### src/rtl/booth_mul_pkg.sv
package booth_mul_pkg;

   // action selected for one step from the two lowest working bits
   typedef enum logic [1:0] {
      BOP_NONE = 2'd0,
      BOP_ADD  = 2'd1,
      BOP_SUB  = 2'd2
   } booth_op_e;

   typedef enum logic {
      SEQ_IDLE = 1'b0,
      SEQ_RUN  = 1'b1
   } seq_state_e;

   // radix-2 recoding: {current bit, previously shifted bit}
   function automatic booth_op_e booth_recode(input logic [1:0] pair);
      booth_op_e op;
      case (pair)
         2'b01:   op = BOP_ADD;
         2'b10:   op = BOP_SUB;
         default: op = BOP_NONE;
      endcase
      return op;
   endfunction

endpackage

### src/rtl/booth_seq_ctrl.sv
module booth_seq_ctrl
   import booth_mul_pkg::*;
#(
   parameter int STEPS = 8
) (
   input  logic clk,
   input  logic rst_n,
   input  logic go_i,
   output logic load_o,
   output logic step_o,
   output logic last_o,
   output logic done_o
);

   localparam int CW = (STEPS > 1) ? $clog2(STEPS) : 1;
   localparam logic [CW-1:0] LAST_CNT = CW'(STEPS - 1);

   initial begin
      assert (STEPS >= 2) else $error("booth_seq_ctrl: STEPS must be at least 2");
   end

   seq_state_e state_q;
   logic [CW-1:0] cnt_q;
   logic done_q;

   assign load_o = (state_q == SEQ_IDLE) && go_i;
   assign step_o = (state_q == SEQ_RUN);
   assign last_o = step_o && (cnt_q == LAST_CNT);
   assign done_o = done_q;

   always_ff @(posedge clk or negedge rst_n) begin
      if (!rst_n) begin
         state_q <= SEQ_IDLE;
         cnt_q   <= '0;
         done_q  <= 1'b0;
      end else begin
         done_q <= last_o;
         case (state_q)
            SEQ_IDLE: begin
               if (go_i) begin
                  state_q <= SEQ_RUN;
                  cnt_q   <= '0;
               end
            end
            default: begin
               cnt_q <= cnt_q + CW'(1);
               if (last_o) state_q <= SEQ_IDLE;
            end
         endcase
      end
   end

   AST_DONE_PULSE: assert property (@(posedge clk) disable iff (!rst_n)
      done_o |=> !done_o);
   AST_LAST_RAISES_DONE: assert property (@(posedge clk) disable iff (!rst_n)
      last_o |=> done_o);
   AST_BUSY_NO_LOAD: assert property (@(posedge clk) disable iff (!rst_n)
      (step_o && !last_o) |=> (step_o && !load_o));
   AST_LAST_NO_LOAD: assert property (@(posedge clk) disable iff (!rst_n)
      (last_o && go_i) |=> !step_o);

endmodule

### src/rtl/booth_operand_regs.sv
module booth_operand_regs #(
   parameter int OPW         = 8,
   parameter bit PRECOMP_NEG = 1'b1
) (
   input  logic           clk,
   input  logic           rst_n,
   input  logic           load_i,
   input  logic [OPW-1:0] mcand_i,
   output logic [OPW:0]   pos_o,
   output logic [OPW:0]   neg_o
);

   localparam int AW = OPW + 1;

   logic [AW-1:0] pos_q;
   logic [AW-1:0] mcand_ext;

   // one extra bit so that the negation of the most negative value fits
   assign mcand_ext = {mcand_i[OPW-1], mcand_i};
   assign pos_o     = pos_q;

   always_ff @(posedge clk or negedge rst_n) begin
      if (!rst_n)      pos_q <= '0;
      else if (load_i) pos_q <= mcand_ext;
   end

   generate
      if (PRECOMP_NEG) begin : g_neg_stored
         logic [AW-1:0] neg_q;
         always_ff @(posedge clk or negedge rst_n) begin
            if (!rst_n)      neg_q <= '0;
            else if (load_i) neg_q <= ~mcand_ext + AW'(1);
         end
         assign neg_o = neg_q;
      end else begin : g_neg_live
         assign neg_o = AW'(0) - pos_q;
      end
   endgenerate

   AST_OPERAND_HELD: assert property (@(posedge clk) disable iff (!rst_n)
      !load_i |=> $stable(pos_q));

endmodule

### src/rtl/booth_recode.sv
module booth_recode
   import booth_mul_pkg::*;
#(
   parameter int AW = 9
) (
   input  logic [1:0]    pair_i,
   input  logic [AW-1:0] pos_i,
   input  logic [AW-1:0] neg_i,
   output logic [AW-1:0] addend_o
);

   booth_op_e op;

   assign op = booth_recode(pair_i);

   always_comb begin
      case (op)
         BOP_ADD: addend_o = pos_i;
         BOP_SUB: addend_o = neg_i;
         default: addend_o = '0;
      endcase
   end

endmodule

### src/rtl/booth_step_dp.sv
module booth_step_dp #(
   parameter int OPW = 8
) (
   input  logic             clk,
   input  logic             rst_n,
   input  logic             load_i,
   input  logic             step_i,
   input  logic             last_i,
   input  logic [OPW-1:0]   mplier_i,
   input  logic [OPW:0]     addend_i,
   output logic [1:0]       pair_o,
   output logic [2*OPW-1:0] prod_next_o
);

   localparam int AW = OPW + 1;   // upper (accumulating) part
   localparam int LW = OPW + 1;   // multiplier bits plus the appended zero
   localparam int SW = AW + 1;    // sum width before the shift

   logic [AW-1:0] acc_q, acc_d;
   logic [LW-1:0] low_q, low_d;
   logic [SW-1:0] sum;

   assign pair_o = low_q[1:0];
   assign sum    = {addend_i[AW-1], addend_i} + {acc_q[AW-1], acc_q};

   // arithmetic right shift of {sum, low}
   assign acc_d = sum[SW-1:1];
   assign low_d = {sum[0], low_q[LW-1:1]};

   assign prod_next_o = {acc_d[OPW-1:0], low_d[LW-1:1]};

   always_ff @(posedge clk or negedge rst_n) begin
      if (!rst_n) begin
         acc_q <= '0;
         low_q <= '0;
      end else if (load_i) begin
         acc_q <= '0;
         low_q <= {mplier_i, 1'b0};
      end else if (step_i) begin
         acc_q <= acc_d;
         low_q <= low_d;
      end
   end

   AST_IDLE_PAIR_SHIFT: assert property (@(posedge clk) disable iff (!rst_n)
      (step_i && !load_i && (pair_o[1] == pair_o[0]))
         |=> (acc_q == {$past(acc_q[AW-1]), $past(acc_q[AW-1:1])}));
   AST_ACC_FITS: assert property (@(posedge clk) disable iff (!rst_n)
      last_i |=> (acc_q[AW-1] == acc_q[AW-2]));

endmodule

### src/rtl/booth_seq_mul.sv
module booth_seq_mul #(
   parameter int OPW         = 8,
   parameter bit PRECOMP_NEG = 1'b1
) (
   input  logic             clk,
   input  logic             rst_n,
   input  logic             start_i,
   input  logic [OPW-1:0]   mcand_i,
   input  logic [OPW-1:0]   mplier_i,
   output logic             done_o,
   output logic [2*OPW-1:0] prod_o
);

   localparam int AW = OPW + 1;
   localparam int PW = 2 * OPW;

   initial begin
      assert (OPW >= 2) else $error("booth_seq_mul: OPW must be at least 2");
   end

   logic          load, step, last;
   logic [AW-1:0] pos, neg, addend;
   logic [1:0]    pair;
   logic [PW-1:0] prod_next;
   logic [PW-1:0] prod_q;

   booth_seq_ctrl #(.STEPS(OPW)) u_ctrl (
      .clk    (clk),
      .rst_n  (rst_n),
      .go_i   (start_i),
      .load_o (load),
      .step_o (step),
      .last_o (last),
      .done_o (done_o)
   );

   booth_operand_regs #(.OPW(OPW), .PRECOMP_NEG(PRECOMP_NEG)) u_ops (
      .clk     (clk),
      .rst_n   (rst_n),
      .load_i  (load),
      .mcand_i (mcand_i),
      .pos_o   (pos),
      .neg_o   (neg)
   );

   booth_recode #(.AW(AW)) u_rec (
      .pair_i   (pair),
      .pos_i    (pos),
      .neg_i    (neg),
      .addend_o (addend)
   );

   booth_step_dp #(.OPW(OPW)) u_dp (
      .clk         (clk),
      .rst_n       (rst_n),
      .load_i      (load),
      .step_i      (step),
      .last_i      (last),
      .mplier_i    (mplier_i),
      .addend_i    (addend),
      .pair_o      (pair),
      .prod_next_o (prod_next)
   );

   always_ff @(posedge clk or negedge rst_n) begin
      if (!rst_n)    prod_q <= '0;
      else if (last) prod_q <= prod_next;
   end

   assign prod_o = prod_q;

   AST_PROD_HOLD: assert property (@(posedge clk) disable iff (!rst_n)
      !last |=> $stable(prod_o));
   AST_PROD_WITH_DONE: assert property (@(posedge clk) disable iff (!rst_n)
      !$stable(prod_o) |-> done_o);

endmodule

### config.mk
export PLATFORM = sky130hd
export DESIGN_NAME = booth_seq_mul
export DESIGN_NICKNAME = d
export VERILOG_FILES = /design/src/rtl/booth_mul_pkg.sv /design/src/rtl/booth_seq_ctrl.sv /design/src/rtl/booth_operand_regs.sv /design/src/rtl/booth_recode.sv /design/src/rtl/booth_step_dp.sv /design/src/rtl/booth_seq_mul.sv
export SDC_FILE = /design/constraint.sdc
export NUM_CORES = 1
export LEC_CHECK = 0
export BUFFER_PORTS_ARGS = -buffer_cell sky130_fd_sc_hd__clkbuf_2
export CAP_MARGIN = 20
export CORE_MARGIN = 1
export CORE_UTILIZATION = 40
export CTS_CLUSTER_SIZE = 20
export DETAILED_ROUTE_END_ITERATION = 8
export GPL_TIMING_DRIVEN = 0
export HOLD_SLACK_MARGIN = 0.1
export SYNTH_ARGS = -nofsm -noshare
export SYNTH_HDL_FRONTEND = slang
export SYNTH_HIERARCHICAL = 1
export SYNTH_SLANG_ARGS = --single-unit
export TNS_END_PERCENT = 1
### constraint.sdc
create_clock -name clk -period 7.7 [get_ports clk]
set_input_delay 0.77 -clock clk [delete_from_list [all_inputs] [get_ports clk]]
set_output_delay 0.77 -clock clk [all_outputs]
set_load 0.02 [all_outputs]
* After elaboration in Yosys (flattened, before gate mapping)
Cells that the tools add are included.
** Operators by class
- $add $sub $neg :: 3
- Equal/unequal tests :: 5
- Mux-type cells :: 11
- Bitwise operators :: 2
- Reduce and logical (&&, ||, !) cells :: 4
** Operators by type and width (count)
- 9-bit two-way mux :: 4
- 9-bit one-hot mux with 2 select lines :: 1
- 9-bit by 9-bit adder with 10-bit output :: 1
- 9-bit by 1-bit adder with 9-bit output, second input constant :: 1
- 9-bit inverter :: 1
- 3-bit two-way mux :: 2
- 2-bit by 1-bit == test with 1-bit output, second input constant :: 2
- 2-bit == test, second input constant :: 2
- 2-bit one-hot mux with 2 select lines :: 1
- 2-bit nonzero test :: 2
- 3-bit by 1-bit adder with 3-bit output, second input constant :: 1
- 3-bit == test, second input constant :: 1
- 1-bit two-way mux :: 3
- 1-bit logical AND :: 2
- 1-bit inverter :: 1
** Storage, ports and cells
- Flip-flop bits (word level) :: 56
- Input port bits :: 19
- Output and inout bits :: 17
- Logic and storage cells :: 33

* Logic depth before layout (Yosys ltp)
Gate-level depths: netlist of the first run.
- Depth in word-level cells :: 7
- Gate-level depth with buffers :: 12
- Mapped depth without buffers :: 11

* By module
Netlist of the first run, hierarchy kept.
** Modules (own cells, without submodules)
- booth_step_dp :: times used 1, cells an instance 134, area each 1271.2 um^2, sequential area each 450.4 um^2
- booth_operand_regs :: times used 1, cells an instance 60, area each 733.2 um^2, sequential area each 400.4 um^2
- booth_seq_mul :: times used 1, cells an instance 34, area each 649.4 um^2, sequential area each 400.4 um^2
- booth_recode :: times used 1, cells an instance 25, area each 229.0 um^2, sequential area each 0.0 um^2
- booth_seq_ctrl :: times used 1, cells an instance 16, area each 219.0 um^2, sequential area each 125.1 um^2

* Least setup slack after synthesis of the first run
Ideal clock, no wire load.
- Path kind :: register -> register
- From :: register u_dp.low_q[1]
- To :: register prod_q[15], in the netlist prod_o[15]
- Library setup time :: 0.125 ns
- Arrival :: 2.590 ns
- Required time :: 7.575 ns
- Path slack :: 4.985 ns
- Cell stages (with the launch flop) :: 11
- Buffers on the path :: 1
- Clock period less this slack :: 2.715 ns
- Path through :: dfrtp_1 -> ha_1 -> clkbuf_2 -> nor2_2 -> ha_1 -> fa_1 -> a211oi_1 -> o21bai_1 -> a31oi_1 -> xnor2_1 -> mux2_2
** Between the ends
- Longest elaborated chain between the ends :: 5
- Elaborated cells between the ends (all ways) :: 7
- Those cells by class :: 1 x add/sub; 4 x eq/ne; 2 x mux
** RTL lines
- from (decl) :: line booth_step_dp.sv:20 : logic [LW-1:0] low_q, low_d;
- from (signal assigned) :: line booth_step_dp.sv:38 : low_q <= {mplier_i, 1'b0};
- from (signal assigned) :: line booth_step_dp.sv:41 : low_q <= low_d;
- 2-bit == test or 2-bit by 1-bit == test with 1-bit output (tied branches) :: line booth_mul_pkg.sv:18 : case (pair)
- 2-bit one-hot mux with 2 select lines * :: line booth_mul_pkg.sv:18
- 2-bit == test or 2-bit by 1-bit == test with 1-bit output (tied branches) :: line booth_recode.sv:17 : case (op)
- 9-bit one-hot mux with 2 select lines * :: line booth_recode.sv:17
- named net addend[0] :: line booth_seq_mul.sv:22 : logic [AW-1:0] pos, neg, addend;
- 9-bit by 9-bit adder with 10-bit output * :: line booth_step_dp.sv:24 : assign sum = {addend_i[AW-1], addend_i} + {acc_q[AW-1], acc_q};
- named net prod_next[15] :: line booth_seq_mul.sv:24 : logic [PW-1:0] prod_next;
- to (signal assigned) :: line booth_seq_mul.sv:67 : else if (last) prod_q <= prod_next;
- to (decl) :: line booth_seq_mul.sv:25 : logic [PW-1:0] prod_q;
Mark *: on every way through the listed nets, which the timed path passes. The rest lies on a longest branch.
A chain may end at the register's enable or synchronous reset.

* Worst setup path after layout of the first run
Same ends and word-level chain as after synthesis.

==> summary.md, run 1 <==
| Metric | Value |
|---|---|
| Area share of the largest cell type after synthesis | 0.4437 |
| TritonCTS clock tree | built |
| Final Critical Period | 3.065 ns |
| Post-CTS Resized | 0 |
| Post-route DRC violation count | 0 |
| Boundary pin count | 36 |
| Final hold violation count | 0 |
| Fraction of registers with async set/reset | 1.000 |
| Sw Share | 0.4027 |
| Vias per cell | 5.163 |
| First-pass GRT wire length | 10.70 mm |
| Die Footprint | 8111 um2 |
| Crit path DAT | 3.26 ns |
| Cell variety after synth | 55 |
| Hold_buf cts | 0 |
| Final Cycle Share | 0.3980 |
| DR iter-0 viols | 97 |
| Total gr overflow | 0 |
| Clock skew | 0.01179 ns |
| Syn-to-layout area delta | 13.47% |
| Post-DP HPWL | around 4.4 mm |
| Final wirelength | 6.175 mm |
| Gate power share | 0.511 |
| Initial antenna violation count | 0 |
| Maximum fanout count along the critical path | 9 |
| FF+latch count, synth | 55 |
| Remaining antenna violation count | 0 |
| WL per Instance | between 15 and 20 um |
| P_int | about 0.87 mW |
| Crit end category | flip-flop |
| Clk slew on worst S/H paths | ~0.11 ns |
| Clock power frac | 0.137 |
| Area leader, netlist | dfrtp_1 |
| Core Area | 7370 um2 |
| Ranking of synthesized cells by area | dfrtp_1, mux2_2, ha_1 |
| Status | complete, no violations |
| Cell area power density | roughly 410 nW/um2 |
| Initial Util | 0.4209 |
| Total number of vias | 2122 |
| H-tree depth | 2 |
| Flop pwr share | 0.352 |
| CP required | between 7 and 8 ns |
| Final setup violation count | 0 |
| Yosys warns | 6 |
| Max-cap viol count | 0 |
| Post CTS Setup Buffer Count | 0 |
| Final Max Slew Viols | 0 |
| Most common cell in the netlist | dfrtp_1 |
| Rel. slew slack | 0.4920 |
| Pre-Repair DR Iteration Count | 4 |
| GRT Resource Usage Total | 0.1635 |
| Sink Count | 55 |
| Ant diodes | 0 |
| Post-Syn Area | 3102 um2 |
| Clock buffer depth | 2 |
| Cts bufs inserted | 5 |
| Rows | 31 |
| Largest net degree at the start of global routing | 56 |
| Min-Delay Path Class | flip-flop to flip-flop |
| EDFF count, synth | 0 |
| Syn Nets | 303 |
| Register area share after synthesis | 0.4437 |
| Final Wtd Congestion | 0.7461 |
| Maximum clock frequency | between 0.3 and 0.4 GHz |
| Clock Latency Late Sink | 0.31 ns |
| Type of the worst setup path | flip-flop to flip-flop |
| Ys flop type | dfrtp_1 |
| RSZ-0062 raised after global routing | false |
| Die width | 90.06 um |
| VDD IR max | 0.1734 mV |
| Mapped Cells | 269 |
| Nets@finish | roughly 350 |
| Synth cell count leaders | dfrtp_1, nand2_1, mux2_2, ha_1, nor2_1 |
| IO buf count | 35 |
| Leak | 1.657 nW |
| Total negative slack | 0 ns |
| NetSw | just under 0.6 mW |
| Syn Area/Cell | 11.53 um2 |
| Overall power | 1.459 mW |
| Root Buffer Master | clkbuf_8 |
| Startpoint class of the critical path | flip-flop |
| Layout cells sized above 1 | 0.3526 |
| Least-Margin Pin Slew | 0.7620 ns |
| Vias in the first global route | 2150 |
| Die H | about 90 um |
-- cell usage in the layout (no fill, tap or decap), types with 4 or more instances in the layout --
cell type / synthesis / layout
a21o_1: 4 / 4
a21oi_1: 5 / 5
a22oi_2: 9 / 9
buf_4: 4 / 4
clkbuf_1: 4 / 4
clkbuf_2: 1 / 35
clkbuf_8: 0 / 5
dfrtp_1: 55 / 55
ha_1: 14 / 14
inv_1: 11 / 11
mux2_2: 17 / 17
mux2_4: 10 / 10
mux2i_1: 12 / 12
nand2_1: 19 / 19
nand3_1: 5 / 5
nand3b_1: 4 / 4
nor2_1: 14 / 14
nor2_2: 10 / 10
o21ai_0: 11 / 11
o31ai_1: 4 / 4
xnor2_1: 6 / 6
-- power groups by stage --
stage	clock (mW)	combinational, mW	sequential (mW)
after floorplan	0	0.539	0.547
after global placement	0	0.732	0.517
after detailed placement	0	0.746	0.521
after CTS	0.206	0.750	0.516
after global routing	0.215	0.824	0.535
final	0.200	0.745	0.514
-- cells by family (layout without fill, tap and decap cells) --
group / Yosys count / count (layout) / synth area share
AO/OA/AOI/OAI: 59 / 59 / 0.1606
XOR/XNOR: 7 / 7 / 0.01977
adder cells (fa/ha/maj): 15 / 15 / 0.06293
buffers and inverters: 26 / 69 / 0.05002
flip-flops: 55 / 55 / 0.4437
multiplexers: 39 / 39 / 0.1488
AND/OR/NAND/NOR: 68 / 68 / 0.1142
-- final timing paths --
kind / startpoint / end / slack, ns / depth (start not counted)
max: u_dp/low_q[1] / prod_o[15] / 4.64 / 10
min: u_ctrl/cnt_q[0] / u_ctrl/cnt_q[0] / 0.51 / 1
max reg2reg: u_dp/low_q[1] / prod_o[15] / 4.64 / 10
min reg2reg: u_ctrl/cnt_q[0] / u_ctrl/cnt_q[0] / 0.51 / 1
max in group asynchronous: rst_n / u_ctrl/done_o / 6.65 / 1
min in group asynchronous: rst_n / u_ops/neg_o[5] / 0.53 / 1
-- worst max-delay path, stage by stage, from the launching register on --
cell and delay [ns]:
dfrtp_1 0.43, ha_1 0.28, clkbuf_2 0.27, nor2_2 0.09
ha_1 0.24, fa_1 0.44, a211oi_1 0.38, o21bai_1 0.17
a31oi_1 0.26, xnor2_1 0.12, mux2_2 0.27
-- per-layer routing --
| metal | vias to the layer above | routed length [um] | global-route usage |
|---|---|---|---|
| met1 | 1037 | 3093 | 0.2219 |
| li1 | 1053 | - | - |
| met4 | 0 | 31 | 0.04839 |
| met3 | 2 | 141 | 0.02284 |
| met5 | - | 0 | 0 |
| met2 | 30 | 2907 | 0.2716 |
-- flip-flops by register name (all words and copies together), names as in the netlist --
name	cells
u_dp/low_q	9
u_ops/pos_o	7
u_ctrl/cnt_q	3
u_ctrl/step_o	1
u_ctrl/done_o	1
prod_o	16
u_ops/neg_o	9
u_dp/acc_q	9
-- layout make-up --
cell class / count / area, um2
plain buffers: 15 / 113.9
clock buffers: 5 / 68.82
clock inverters: 3 / 47.55
fillers: 716 / 3850
inverters: 11 / 41.29
multi-input cells: 188 / 1570
flip-flops and latches: 55 / 1376
well taps: 99 / 123.9
repair buffers: 35 / 177.7
-- through the flow --
step           cell area [um2]  setup WS, ns  instances    util  hold slack, ns
6_report                  3520         4.635        411  0.4776          0.5128
5_1_grt                   3520         4.386        411  0.4776          0.5216
4_1_cts                   3520         4.637        411  0.4776          0.5102
3_5_place_dp              3403         4.683        403  0.4618          0.4903
3_3_place_gp              3401         4.661        403  0.4615          0.4768
2_1_floorplan             3102         4.985        269       -          0.4562
(Power assumes the default switching activity.)
==> inputs of run 2 (changes only) <==
==> constraint.sdc (replaced) <==
create_clock -name clk -period 3 [get_ports clk]
set_input_delay 0.3 -clock clk [delete_from_list [all_inputs] [get_ports clk]]
set_output_delay 0.3 -clock clk [all_outputs]
set_load 0.02 [all_outputs]
==> summary.md, run 2 (synthesis gave the netlist of run 1 again) <==
| Metric | Value |
|---|---|
| Status | complete, no violations |
| CP required | 3.19 ns |
| Syn-to-layout area delta | 15.05% |
| Largest net degree at the start of global routing | 56 |
| CP peak stage delay | just over 0.4 ns |
| Clock Latency Late Sink | roughly 0.31 ns |
| Least-Margin Pin Slew | 0.7597 ns |
| Pre-Repair DR Iteration Count | 4 |
| Sink Count | 55 |
| Die Footprint | slightly above 8000 um2 |
| Total gr overflow | 0 |
| Final Wtd Congestion | 0.7461 |
| First-pass GRT wire length | 10.74 mm |
| Clock skew | 0.01126 ns |
| Util after Layout | 0.4842 |
| Clk slew on worst S/H paths | 0.11 ns |
| Initial antenna violation count | 0 |
| Final hold violation count | 0 |
| Final Max Slew Viols | 0 |
| Leak | 1.674 nW |
| Ant diodes | 0 |
| Critical-path cell list | inv_1 > ha_1 > buf_6 > a22oi_2 > nor2_2 > ha_1 > fa_2 > a211oi_4 > o21bai_1 > a31oi_2 > xnor2_1 > mux2_2 |
| Rows | 31 |
| Post-DP HPWL | 4.409 mm |
| Cts bufs inserted | 5 |
| Initial Util | 0.4209 |
| VDD IR max | 0.4486 mV |
| Cell area power density | 1060 nW/um2 |
| IO buf count | 35 |
| Final wirelength | roughly 6.2 mm |
| Final setup violation count | 0 |
| Total number of vias | 2134 |
| Root Buffer Master | clkbuf_8 |
| Remaining antenna violation count | 0 |
| Final Cycle Share | 0.9361 |
| Footprint of the multi-input gates | 1592 um2 |
| Maximum clock frequency | about 0.36 GHz |
| Core Area | 7370 um2 |
| WL per Instance | 14.94 um |
| Vias per cell | 5.155 |
| Reg area | between 1000 and 1500 um2 |
| Crit path DAT | 3.00 ns |
| TritonCTS clock tree | built |
| Fill cells | just over 700 |
| Boundary pin count | 36 |
| Die width | between 90 and 100 um |
| Max reg flops | 16 |
| Most frequent cells in the layout | dfrtp_1, clkbuf_2, nand2_1 |
| H-tree depth | 2 |
| Post-route DRC violation count | 0 |
| Vias in the first global route | 2169 |
| GRT Resource Usage Total | 0.1645 |
| WHS | 0.1891 ns |
| Clock buffer depth | 2 |
| Max-cap viol count | 0 |
| Final Critical Period | 2.808 ns |
| Rel. slew slack | 0.4936 |
| Cell mode on critical path | ha_1 |
| Type of the worst setup path | flip-flop to flip-flop |
| Nets@finish | around 350 |
| Slowest stage cell, crit path | dfrtp_1 |
| Min-Delay Path Class | primary input to flip-flop |
| Startpoint class of the critical path | flip-flop |
| Layout cells sized above 1 | 0.3651 |
| Die H | 90.06 um |
| Commonest non-fill, non-tap cell in the layout | dfrtp_1 |
| Crit end category | flip-flop |
| DR iter-0 viols | 104 |
| Maximum fanout count along the critical path | 9 |
[run 2: cell types whose count changed in the layout (fill, tap and decap cells not counted)]
cell | previous run | this run
a31oi_2 | 0 | 1
a211oi_4 | 0 | 1
clkbuf_2 | 35 | 34
dlygate4sd3_1 | 0 | 1
a31oi_1 | 1 | 0
fa_2 | 0 | 1
buf_4 | 4 | 6
fa_1 | 1 | 0
a211oi_1 | 3 | 2
clkbuf_4 | 1 | 2
[run 2: routing by layer]
metal | GRT usage | wire length [um]
met1 | 0.2208 | 3044
met2 | 0.2729 | 2906
met3 | 0.03215 | 204
met4 | 0.04032 | 31
met5 | 0 | 0
[run 2: area by class of cell]
class | count | share of cell area
plain buffers | 15 | 0.03261
multi-input cells | 188 | 0.4460
inverters | 11 | 0.01157
well taps | 99 | 0.03471
flip-flops and latches | 55 | 0.3857
clock buffers | 5 | 0.01928
clock inverters | 3 | 0.01332
repair buffers | 38 | 0.05680
[run 2: what timing repair did]
item                       in CTS  in global routing
setup endpoints to repair       2                  2
setup buffers                   0                  2
hold buffers                    1                  0
pin swaps                       0                  2
resized for setup               1                  5
hold endpoints to repair        1                  0
[run 2: critical path, delay by kind of cell, from the launching register on]
kind | cells | cell delay [ns]
AO/OA/AOI/OAI | 4 | 0.81
AND/OR/NAND/NOR | 1 | 0.06
adder cells (fa/ha/maj) | 3 | 0.82
XOR/XNOR | 1 | 0.12
flip-flops | 1 | 0.41
buffers and inverters | 2 | 0.21
multiplexers | 1 | 0.27
[run 2: final timing paths]
kind,end,startpoint,slack (ns),cells past startpoint
setup / recovery,prod_o[15],u_dp/low_q[1],0.19,12
hold / removal,u_dp/low_q[4],mplier_i[3],0.19,3
setup reg to reg,prod_o[15],u_dp/low_q[1],0.19,12
hold reg to reg,u_ctrl/cnt_q[0],u_ctrl/cnt_q[0],0.51,1
max in group asynchronous,u_dp/acc_q[8],rst_n,1.89,2
min in group asynchronous,u_ops/neg_o[5],rst_n,0.60,2
[run 2: power breakdown]
group          internal (mW)  switching, mW  total (mW)  leakage [nW]
Combinational          0.925           1.03        1.95         0.929
Clock                  0.254          0.258       0.512        0.0587
Sequential              1.09          0.233        1.32         0.686
Total                   2.26           1.52        3.78          1.67
[run 2: per-stage QoR]
| stage | cells | worst slack (ns) | TNS (ns) | power [mW] | instance area [um2] |
|---|---|---|---|---|---|
| floorplan | 269 | 0.2849 | 0 | 2.788 | 3102 |
| global placement | 403 | -0.03906 | -0.03906 | 3.206 | 3401 |
| detailed placement | 403 | -0.01737 | -0.01737 | 3.253 | 3403 |
| CTS | 412 | 0.04175 | 0 | 3.784 | 3535 |
| global route | 414 | -0.0006937 | -0.0006937 | 4.087 | 3568 |
| finish | 414 | 0.1918 | 0 | 3.782 | 3568 |
